--- config.mk ---
export PLATFORM = sky130hd
export DESIGN_NAME = stream_chan
export DESIGN_NICKNAME = d
export VERILOG_FILES = /design/src/rtl/chan_pkg.sv /design/src/rtl/chan_ring.sv /design/src/rtl/chan_flags.sv /design/src/rtl/stream_chan.sv
export SDC_FILE = /design/constraint.sdc
export NUM_CORES = 1
export LEC_CHECK = 0
export BUFFER_PORTS_ARGS = -buffer_cell sky130_fd_sc_hd__clkbuf_2
export CORE_ASPECT_RATIO = 1.1
export CORE_UTILIZATION = 61
export DETAILED_ROUTE_END_ITERATION = 6
export MAX_ROUTING_LAYER = met4
export PLACE_DENSITY = 0.79
export SLEW_MARGIN = 20
export SYNTH_ARGS = -nofsm -noshare
export SYNTH_HDL_FRONTEND = slang
export SYNTH_HIERARCHICAL = 1
export SYNTH_SLANG_ARGS = --single-unit
--- constraint.sdc ---
create_clock -name clk -period 5.6 [get_ports clk]
set_input_delay 0.56 -clock clk [delete_from_list [all_inputs] [get_ports clk]]
set_output_delay 0.56 -clock clk [all_outputs]
set_load 0.02 [all_outputs]
--- src/rtl/chan_pkg.sv ---
package chan_pkg;

  localparam int ERR_W = 2;

  typedef enum logic [ERR_W-1:0] {
    ERR_NONE     = 2'd0,
    ERR_OVERFLOW = 2'd1
  } err_e;

  // Occupancy after one cycle of push/pop; the clear input wins.
  function automatic int unsigned lvl_step(int unsigned cur, logic clr,
                                           logic push, logic pop);
    if (clr) return 0;
    if (push && !pop) return cur + 1;
    if (pop && !push) return cur - 1;
    return cur;
  endfunction

endpackage

--- src/rtl/chan_ring.sv ---
module chan_ring #(
  parameter int DATA_W = 16,
  parameter int DEPTH  = 16,
  localparam int AW = $clog2(DEPTH),
  localparam int LW = AW + 1
) (
  input  logic              clk,
  input  logic              rst_n,
  input  logic              clear,
  input  logic              push,
  input  logic              push_tag,
  input  logic [DATA_W-1:0] push_data,
  input  logic              pop,
  output logic              head_tag,
  output logic [DATA_W-1:0] head_data,
  output logic [LW-1:0]     level,
  output logic              empty,
  output logic              full
);
  import chan_pkg::*;

  // Each slot holds the end-marker tag above the data word.
  logic [DATA_W:0] slots [DEPTH];
  logic [AW-1:0]   wp, rp;

  always_ff @(posedge clk) begin
    if (push && !clear) slots[wp] <= {push_tag, push_data};
  end

  always_ff @(posedge clk or negedge rst_n) begin
    if (!rst_n) begin
      wp    <= '0;
      rp    <= '0;
      level <= '0;
    end else begin
      if (clear) begin
        wp <= '0;
        rp <= '0;
      end else begin
        if (push) wp <= wp + 1'b1;
        if (pop)  rp <= rp + 1'b1;
      end
      level <= LW'(lvl_step(int'(level), clear, push, pop));
    end
  end

  assign head_tag  = slots[rp][DATA_W];
  assign head_data = slots[rp][DATA_W-1:0];
  assign empty     = (level == '0);
  assign full      = (level == LW'(DEPTH));

endmodule

--- src/rtl/chan_flags.sv ---
module chan_flags
  import chan_pkg::*;
(
  input  logic             clk,
  input  logic             rst_n,
  input  logic             clear,
  input  logic             eos_hit,
  input  logic             ovf_evt,
  input  logic             err_rd,
  output logic             eos_flag,
  output logic [ERR_W-1:0] err_code
);

  always_ff @(posedge clk or negedge rst_n) begin
    if (!rst_n) begin
      eos_flag <= 1'b0;
      err_code <= ERR_NONE;
    end else if (clear) begin
      eos_flag <= 1'b0;
      err_code <= ERR_NONE;
    end else begin
      if (eos_hit) eos_flag <= 1'b1;
      // A fresh overflow wins over a same-cycle clear-on-read.
      if (ovf_evt)     err_code <= ERR_OVERFLOW;
      else if (err_rd) err_code <= ERR_NONE;
    end
  end

endmodule

--- src/rtl/stream_chan.sv ---
module stream_chan
  import chan_pkg::*;
#(
  parameter int DATA_W = 16,
  parameter int DEPTH  = 16,
  localparam int LW = $clog2(DEPTH) + 1
) (
  input  logic              clk,
  input  logic              rst_n,
  input  logic              wr_open,
  input  logic              wr_valid,
  input  logic [DATA_W-1:0] wr_data,
  input  logic              wr_close,
  output logic              wr_ready,
  input  logic              rd_open,
  input  logic              rd_ready,
  output logic              rd_valid,
  output logic [DATA_W-1:0] rd_data,
  output logic              rd_eos,
  input  logic              err_rd,
  output logic [ERR_W-1:0]  err_code,
  output logic [LW-1:0]     level
);

  // Named internal events, also observed by the bound checker.
  logic any_open, wr_try, push, pop, ovf_evt, eos_hit;
  logic head_tag, empty, full, eos_flag, can_pop;
  logic [DATA_W-1:0] head_data, push_data;

  assign any_open = wr_open | rd_open;
  assign wr_try   = wr_valid | wr_close;

  // A real element leaves only while the stream has not ended.
  assign can_pop  = rd_ready & ~empty & ~eos_flag;
  assign wr_ready = ~full | can_pop;

  assign pop      = can_pop & ~any_open;
  assign push     = wr_try & wr_ready & ~any_open;
  assign ovf_evt  = wr_try & ~wr_ready & ~any_open;
  assign eos_hit  = pop & head_tag;

  // Close has priority: the marker carries a zero payload.
  assign push_data = wr_close ? '0 : wr_data;

  assign rd_valid = ~empty | eos_flag;
  assign rd_data  = (eos_flag | empty | head_tag) ? '0 : head_data;
  assign rd_eos   = eos_flag | (~empty & head_tag);

  chan_ring #(.DATA_W(DATA_W), .DEPTH(DEPTH)) u_ring (
    .clk       (clk),
    .rst_n     (rst_n),
    .clear     (any_open),
    .push      (push),
    .push_tag  (wr_close),
    .push_data (push_data),
    .pop       (pop),
    .head_tag  (head_tag),
    .head_data (head_data),
    .level     (level),
    .empty     (empty),
    .full      (full)
  );

  chan_flags u_flags (
    .clk      (clk),
    .rst_n    (rst_n),
    .clear    (any_open),
    .eos_hit  (eos_hit),
    .ovf_evt  (ovf_evt),
    .err_rd   (err_rd),
    .eos_flag (eos_flag),
    .err_code (err_code)
  );

endmodule

After elaboration in Yosys (flattened, before gate mapping)
Memory sizes are Yosys's and may differ from the RTL's. Cells that the tools add are included.

Bits in registers: 16. Bits in writable memories: 272. Input bits: 24. Memories kept: 1.

Memory list: u_ring.slots (depth 16, bits a word 17, read ports 1, clocked after memory_dff 0, write ports 1, RTL line chan_ring.sv:23) `logic [DATA_W:0] slots [DEPTH];`.

Equal/unequal tests: 1. Add/sub/neg operators: 4. Reductions and logical operators: 12. Mux-type cells: 24. Bitwise gates (word level): 21.

Operator list (count): $mux 16 (2); $mux 5 (5); $mux 4 (4); $mux 1 (10); $and 1x1->1 (9); $add 4x1->4 const B (2); $or 1x1->1 (7); $mux 2 (3); $reduce_bool 2->1 (3); $reduce_bool 3->1 (2); $add 5x1->5 const B (1); $eq 5x5->1 const B (1); $logic_not 5->1 (1); $not 1->1 (5); $sub 5x1->5 const B (1); $logic_and 1x1->1 (3); $logic_not 1->1 (3).

Logic depth before layout (Yosys ltp)
Depth in word-level cells: 15. Gate-level depth with buffers: 10.

Hierarchy
The synthesis kept the hierarchy.

By module, submodules not included: chan_ring (times used 1, cells each 520, area each 11179.5 µm²); stream_chan (times used 1, cells each 47, area each 299.0 µm²); chan_flags (times used 1, cells each 9, area each 87.6 µm²).

Worst setup path after synthesis
No wires, ideal clock.

Kind: flip-flop to flip-flop. Start point: register u_ring.level[0]. End point: memory u_ring/slots[11][0] (netlist name), enable pin. Path slack: 1325 ps. Arrival: 3859 ps. Stages on the path, launching flop included: 11. Clock period less this slack: 4275 ps. Required time: 5184 ps. Path through: dfrtp_1 inv_1 ha_1 nor2b_1 nor3b_1 or3b_4 a211oi_2 buf_2 nand2_1 or2_2 nor3b_1.

Cells in the longest elaborated chain, start to end: 10. Elaborated cells between the ends (all ways): 12. Classes of those cells: 1 x eq/ne; 2 x mux; 7 x bitwise; 2 x reduce/logical.

Ends and longest elaborated chain: from (decl) (RTL line chan_ring.sv:16) `output logic [LW-1:0] level,`; from (signal assigned) (RTL line chan_ring.sv:43) `level <= LW'(lvl_step(int'(level), clear, push, pop));`; $logic_not 5->1 (RTL line chan_ring.sv:49) `assign empty = (level == '0);`; via empty (RTL line stream_chan.sv:27) `logic head_tag, empty, full, eos_flag, can_pop;`; $not 1->1 (RTL line stream_chan.sv:34) `assign can_pop = rd_ready & ~empty & ~eos_flag;`; $and 1x1->1 (2 in a row) (RTL line stream_chan.sv:34); $or 1x1->1 (RTL line stream_chan.sv:35) `assign wr_ready = ~full | can_pop;`; $and 1x1->1 (2 in a row) (RTL line stream_chan.sv:38) `assign push = wr_try & wr_ready & ~any_open;`; via push (RTL line stream_chan.sv:26) `logic any_open, wr_try, push, pop, ovf_evt, eos_hit;`; $logic_and 1x1->1 (RTL line chan_ring.sv:27) `if (push && !clear) slots[wp] <= {push_tag, push_data};`; $mux 1 (RTL line chan_ring.sv:27); $mux 1 (not written as such) (RTL line chan_ring.sv:27); to (decl) (RTL line chan_ring.sv:23).

The timed path passes the listed nets, and every way through them passes these cells.

Worst setup path in the final report
Start point: register u_ring.level[0]. End point: memory u_ring/slots[6][6] (netlist name), enable pin.

The elaborated chain is that of the path after synthesis.

==> impl_metrics.xml <==
<?xml version="1.0" encoding="UTF-8"?>
<metrics>
  <group name="layout">
    <metric name="fin_nets" unit="">673</metric>
    <metric name="final_layout_size_suffix_gt1_share" unit="%">26.6</metric>
    <metric name="areaGrowthSynthToFinish" unit="%">12.4</metric>
  </group>
  <group name="clock_tree">
    <metric name="cts_made_buffers" unit="">27</metric>
    <metric name="tritoncts_num_sinks" unit="">287</metric>
    <metric name="cts.clk_slew.worst_paths" unit="ns">0.06</metric>
    <metric name="ctsRootBufferMaster" unit="">sky130_fd_sc_hd__clkbuf_16</metric>
    <metric name="clock_tree.buffer_depth" unit="">3</metric>
    <metric name="insertion_delay" unit="ns">0.53</metric>
    <metric name="cts_tree" unit="">built</metric>
    <metric name="cts-htree-levels" unit="">1</metric>
  </group>
  <group name="timing">
    <metric name="final.hold.worst_slack" unit="ns">0.305</metric>
    <metric name="max_slew_headroom" unit="%">26.0</metric>
    <metric name="setup-tns-final" unit="ns">0</metric>
    <metric name="post-route-min-period" unit="ns">4.36</metric>
    <metric name="period_share" unit="%">77.9</metric>
    <metric name="clock_skew" unit="ns">0.0199</metric>
    <metric name="final_max_slew_viol_count" unit="">0</metric>
    <metric name="hold_viol_final" unit="">0</metric>
    <metric name="worst_pin_slew" unit="ns">1.11</metric>
    <metric name="final-setup-viol-count" unit="">0</metric>
    <metric name="max_freq" unit="GHz">0.229</metric>
    <metric name="rsz0062_at_grt" unit="">false</metric>
  </group>
  <group name="pwr">
    <metric name="vdd_ir_drop_max" unit="uV">256</metric>
    <metric name="leak_pwr" unit="nW">4.32</metric>
    <metric name="power-per-cell-area" unit="nW/um2">323</metric>
  </group>
  <group name="grt">
    <metric name="grt_antenna_before_repair" unit="">1</metric>
    <metric name="globalRouteOverflowTotal" unit="">0</metric>
    <metric name="grt_pass1_wl" unit="um">36500</metric>
    <metric name="grt_max_degree" unit="">33</metric>
    <metric name="grt_use_total" unit="%">27.2</metric>
    <metric name="first_global_vias" unit="">5880</metric>
  </group>
  <group name="floorplanning">
    <metric name="core_area" unit="um2">18500</metric>
    <metric name="ioPinCount" unit="">50</metric>
    <metric name="die_h" unit="um">146</metric>
    <metric name="rows" unit="">52</metric>
    <metric name="start_util" unit="%">62.6</metric>
    <metric name="die_width" unit="um">133</metric>
    <metric name="die_area" unit="um2">19500</metric>
  </group>
  <group name="logic_synthesis">
    <metric name="synth-warning-count" unit="">6</metric>
    <metric name="area_of_the_mapped_netlist" unit="um2">11600</metric>
    <metric name="synth_cells" unit="">576</metric>
    <metric name="predominant_post_synthesis_flop_cell" unit="">sky130_fd_sc_hd__edfxtp_1</metric>
    <metric name="number_of_enable_type_register_cells_in_the_synthesized_netlist" unit="">272</metric>
    <metric name="synth-seq-area-share" unit="%">73.9</metric>
    <metric name="ys_types" unit="">45</metric>
    <metric name="synth.net_count" unit="">607</metric>
    <metric name="synth_area_per_cell" unit="um2">20.1</metric>
    <metric name="synthArstFlopShare" unit="%">5.23</metric>
    <metric name="synthesis_stage_register_bit_count" unit="">287</metric>
  </group>
  <group name="run">
    <metric name="drv_cap" unit="">0</metric>
  </group>
  <group name="routing">
    <metric name="first_pass_iters" unit="">4</metric>
    <metric name="drtIter0Drc" unit="">563</metric>
    <metric name="drtAntennaViolNets" unit="">0</metric>
    <metric name="totalWireLength" unit="um">25100</metric>
    <metric name="wl_per_cell" unit="um">27.7</metric>
    <metric name="drt-vias-per-instance" unit="">6.54</metric>
    <metric name="post-route-drc-count" unit="">0</metric>
    <metric name="dr_total_vias" unit="">5924</metric>
  </group>
  <group name="setup_path">
    <metric name="path_class" unit="">flip-flop to flip-flop</metric>
    <metric name="worstPathRequired" unit="ns">5.74</metric>
    <metric name="critical_path.startpoint_type" unit="">flip-flop</metric>
    <metric name="end_kind" unit="">flip-flop</metric>
    <metric name="critical_path_peak_fanout" unit="">17</metric>
    <metric name="timing.critical_path.arrival" unit="ns">4.50</metric>
  </group>
  <group name="outcome">
    <metric name="outcome" unit="">finished, final reports clean</metric>
  </group>
  <group name="placed_design">
    <metric name="place_hpwl" unit="um">15500</metric>
    <metric name="port_buffers" unit="">48</metric>
    <metric name="place.gp.congestion" unit="">0.983</metric>
  </group>
  <group name="worst_hold_path">
    <metric name="hp-class" unit="">input pin to flip-flop</metric>
  </group>
</metrics>
[state kept, by name, summed over array words and instances (netlist names)]
| register | flops |
|---|---|
| u_flags/err_code | 1 |
| u_ring/wp | 4 |
| u_flags/eos_flag | 1 |
| u_ring/rp | 4 |
| u_ring/slots | 272 |
| u_ring/level | 5 |
[layer usage]
metal	vias to the layer above	GRT usage (%)	wire length (um)
met2	363	44.5	12800
met4	0	9.49	857
li1	2471	-	-
met5	-	-	0
met3	54	4.72	2060
met1	3036	34.8	9350
[worst paths after layout]
| check | start | end | slack [ns] | cells after the start |
|---|---|---|---|---|
| max | u_ring/level[0]$_DFFE_PN0P_ | u_ring/slots[6][6]$_DFFE_PP_ | 1.24 | 9 |
| min | err_rd | u_flags/err_code[0]$_DFFE_PN0P_ | 0.31 | 3 |
| max reg2reg | u_ring/level[0]$_DFFE_PN0P_ | u_ring/slots[6][6]$_DFFE_PP_ | 1.24 | 9 |
| min reg2reg | u_flags/err_code[0]$_DFFE_PN0P_ | u_flags/err_code[0]$_DFFE_PN0P_ | 0.57 | 2 |
| max in group asynchronous | rst_n | u_ring/rp[0]$_DFFE_PN0P_ | 4.78 | 2 |
| min in group asynchronous | rst_n | u_ring/wp[1]$_DFFE_PN0P_ | 0.49 | 2 |
[synthesized netlist by cell type (2+ instances only)]
library cell                 n  area share [%]
sky130_fd_sc_hd__a22oi_1    34             2.2
sky130_fd_sc_hd__buf_4       4            0.26
sky130_fd_sc_hd__nor2_1     18            0.58
sky130_fd_sc_hd__nand3b_1    2            0.13
sky130_fd_sc_hd__nand4_1     2            0.11
sky130_fd_sc_hd__mux4_2     48             9.3
sky130_fd_sc_hd__and3_1      4            0.22
sky130_fd_sc_hd__nand2_1    23            0.75
sky130_fd_sc_hd__inv_1       7            0.23
sky130_fd_sc_hd__a311o_1     2            0.17
sky130_fd_sc_hd__xor2_1      4            0.30
sky130_fd_sc_hd__xnor2_1     4            0.30
sky130_fd_sc_hd__ha_1        7            0.76
sky130_fd_sc_hd__mux2i_1     2            0.17
sky130_fd_sc_hd__buf_6       5            0.49
sky130_fd_sc_hd__clkbuf_1   16            0.52
sky130_fd_sc_hd__nor3_1      3            0.13
sky130_fd_sc_hd__and2_1     26             1.4
sky130_fd_sc_hd__nor3b_1     6            0.39
sky130_fd_sc_hd__edfxtp_1  272              71
sky130_fd_sc_hd__and3b_1     5            0.38
sky130_fd_sc_hd__buf_2       4            0.17
sky130_fd_sc_hd__nor2b_1    22             1.2
sky130_fd_sc_hd__dfrtp_1    15             3.2
sky130_fd_sc_hd__buf_1       2           0.065
sky130_fd_sc_hd__mux4_1     20             4.5
[metrics by stage]
stage          worst slack (ns)  power, mW  area, um2  util [%]  std cells
4_1_cts                    1.37       4.20      13000      70.2        905
6_report                   1.24       4.19      13000      70.3        906
5_1_grt                    1.05       4.29      13000      70.3        906
3_3_place_gp               1.63       2.48      12100      65.5        855
3_5_place_dp               1.40       2.49      12100      65.5        855
2_1_floorplan              1.32       2.44      11600         -        576
[where the power goes]
group / switching [mW] / internal, mW / leakage, nW
clock: 0.734 / 1.01 / 0.416
combinational: 0.0655 / 0.0272 / 1.22
sequential: 0.00181 / 2.35 / 2.68
[final cells by class]
class	count	area (um2)
multi-input combinational	250	2850
timing repair buffer	69	400
fill	1102	5480
clock buffer	41	788
tap	243	304
clock inverter	8	72.6
inverter	7	26.3
sequential	287	8550
antenna	1	2.50
[layout by cell type, fill, tap and decap left out, drive strengths merged, types with 2 or more instances in the layout]
master,synthesis,routed
edfxtp,272,272
clkbuf,17,89
mux4,68,68
a22oi,34,34
and2,26,26
nand2,23,23
nor2b,22,22
buf,15,20
nor2,18,18
dfrtp,15,15
inv,7,7
ha,7,7
nor3b,6,6
and3b,5,5
clkinv,0,4
and3,4,4
xor2,4,4
xnor2,4,4
nor3,4,4
clkinvlp,0,3
mux2i,2,2
nand3b,2,2
a311o,2,2
nand4,2,2
or2,2,2
a211oi,2,2
a21oi,2,2
[what timing repair did]
| item | in CTS | in global routing |
|---|---|---|
| hold buffers | 1 | 0 |
| setup endpoints to repair | 0 | 0 |
| hold endpoints to repair | 15 | 0 |
| gates resized for setup | 0 | 0 |
| setup buffers | 0 | 0 |
[kinds of logic after synthesis]
| logic type | synth area share (%) |
|---|---|
| AOI/OAI and AO/OA | 3.03 |
| xor gates and xnor gates | 0.606 |
| adders and majority gates | 0.757 |
| buffers and inverters | 1.77 |
| DFF | 73.9 |
| muxes | 14.2 |
| other | 0.0324 |
| and+or+nand+nor | 5.78 |
[critical path: stages (launching register included)]
cell                       delay [ns]
sky130_fd_sc_hd__dfrtp_1         0.44
sky130_fd_sc_hd__inv_1           0.12
sky130_fd_sc_hd__ha_1            0.24
sky130_fd_sc_hd__nor2b_1         0.16
sky130_fd_sc_hd__nor3b_1         0.19
sky130_fd_sc_hd__or3b_4          0.44
sky130_fd_sc_hd__a211oi_2        0.83
sky130_fd_sc_hd__nor2b_1         0.50
sky130_fd_sc_hd__and3b_1         0.31
sky130_fd_sc_hd__and2_1          0.75
Power figures use the tool's default switching activity.
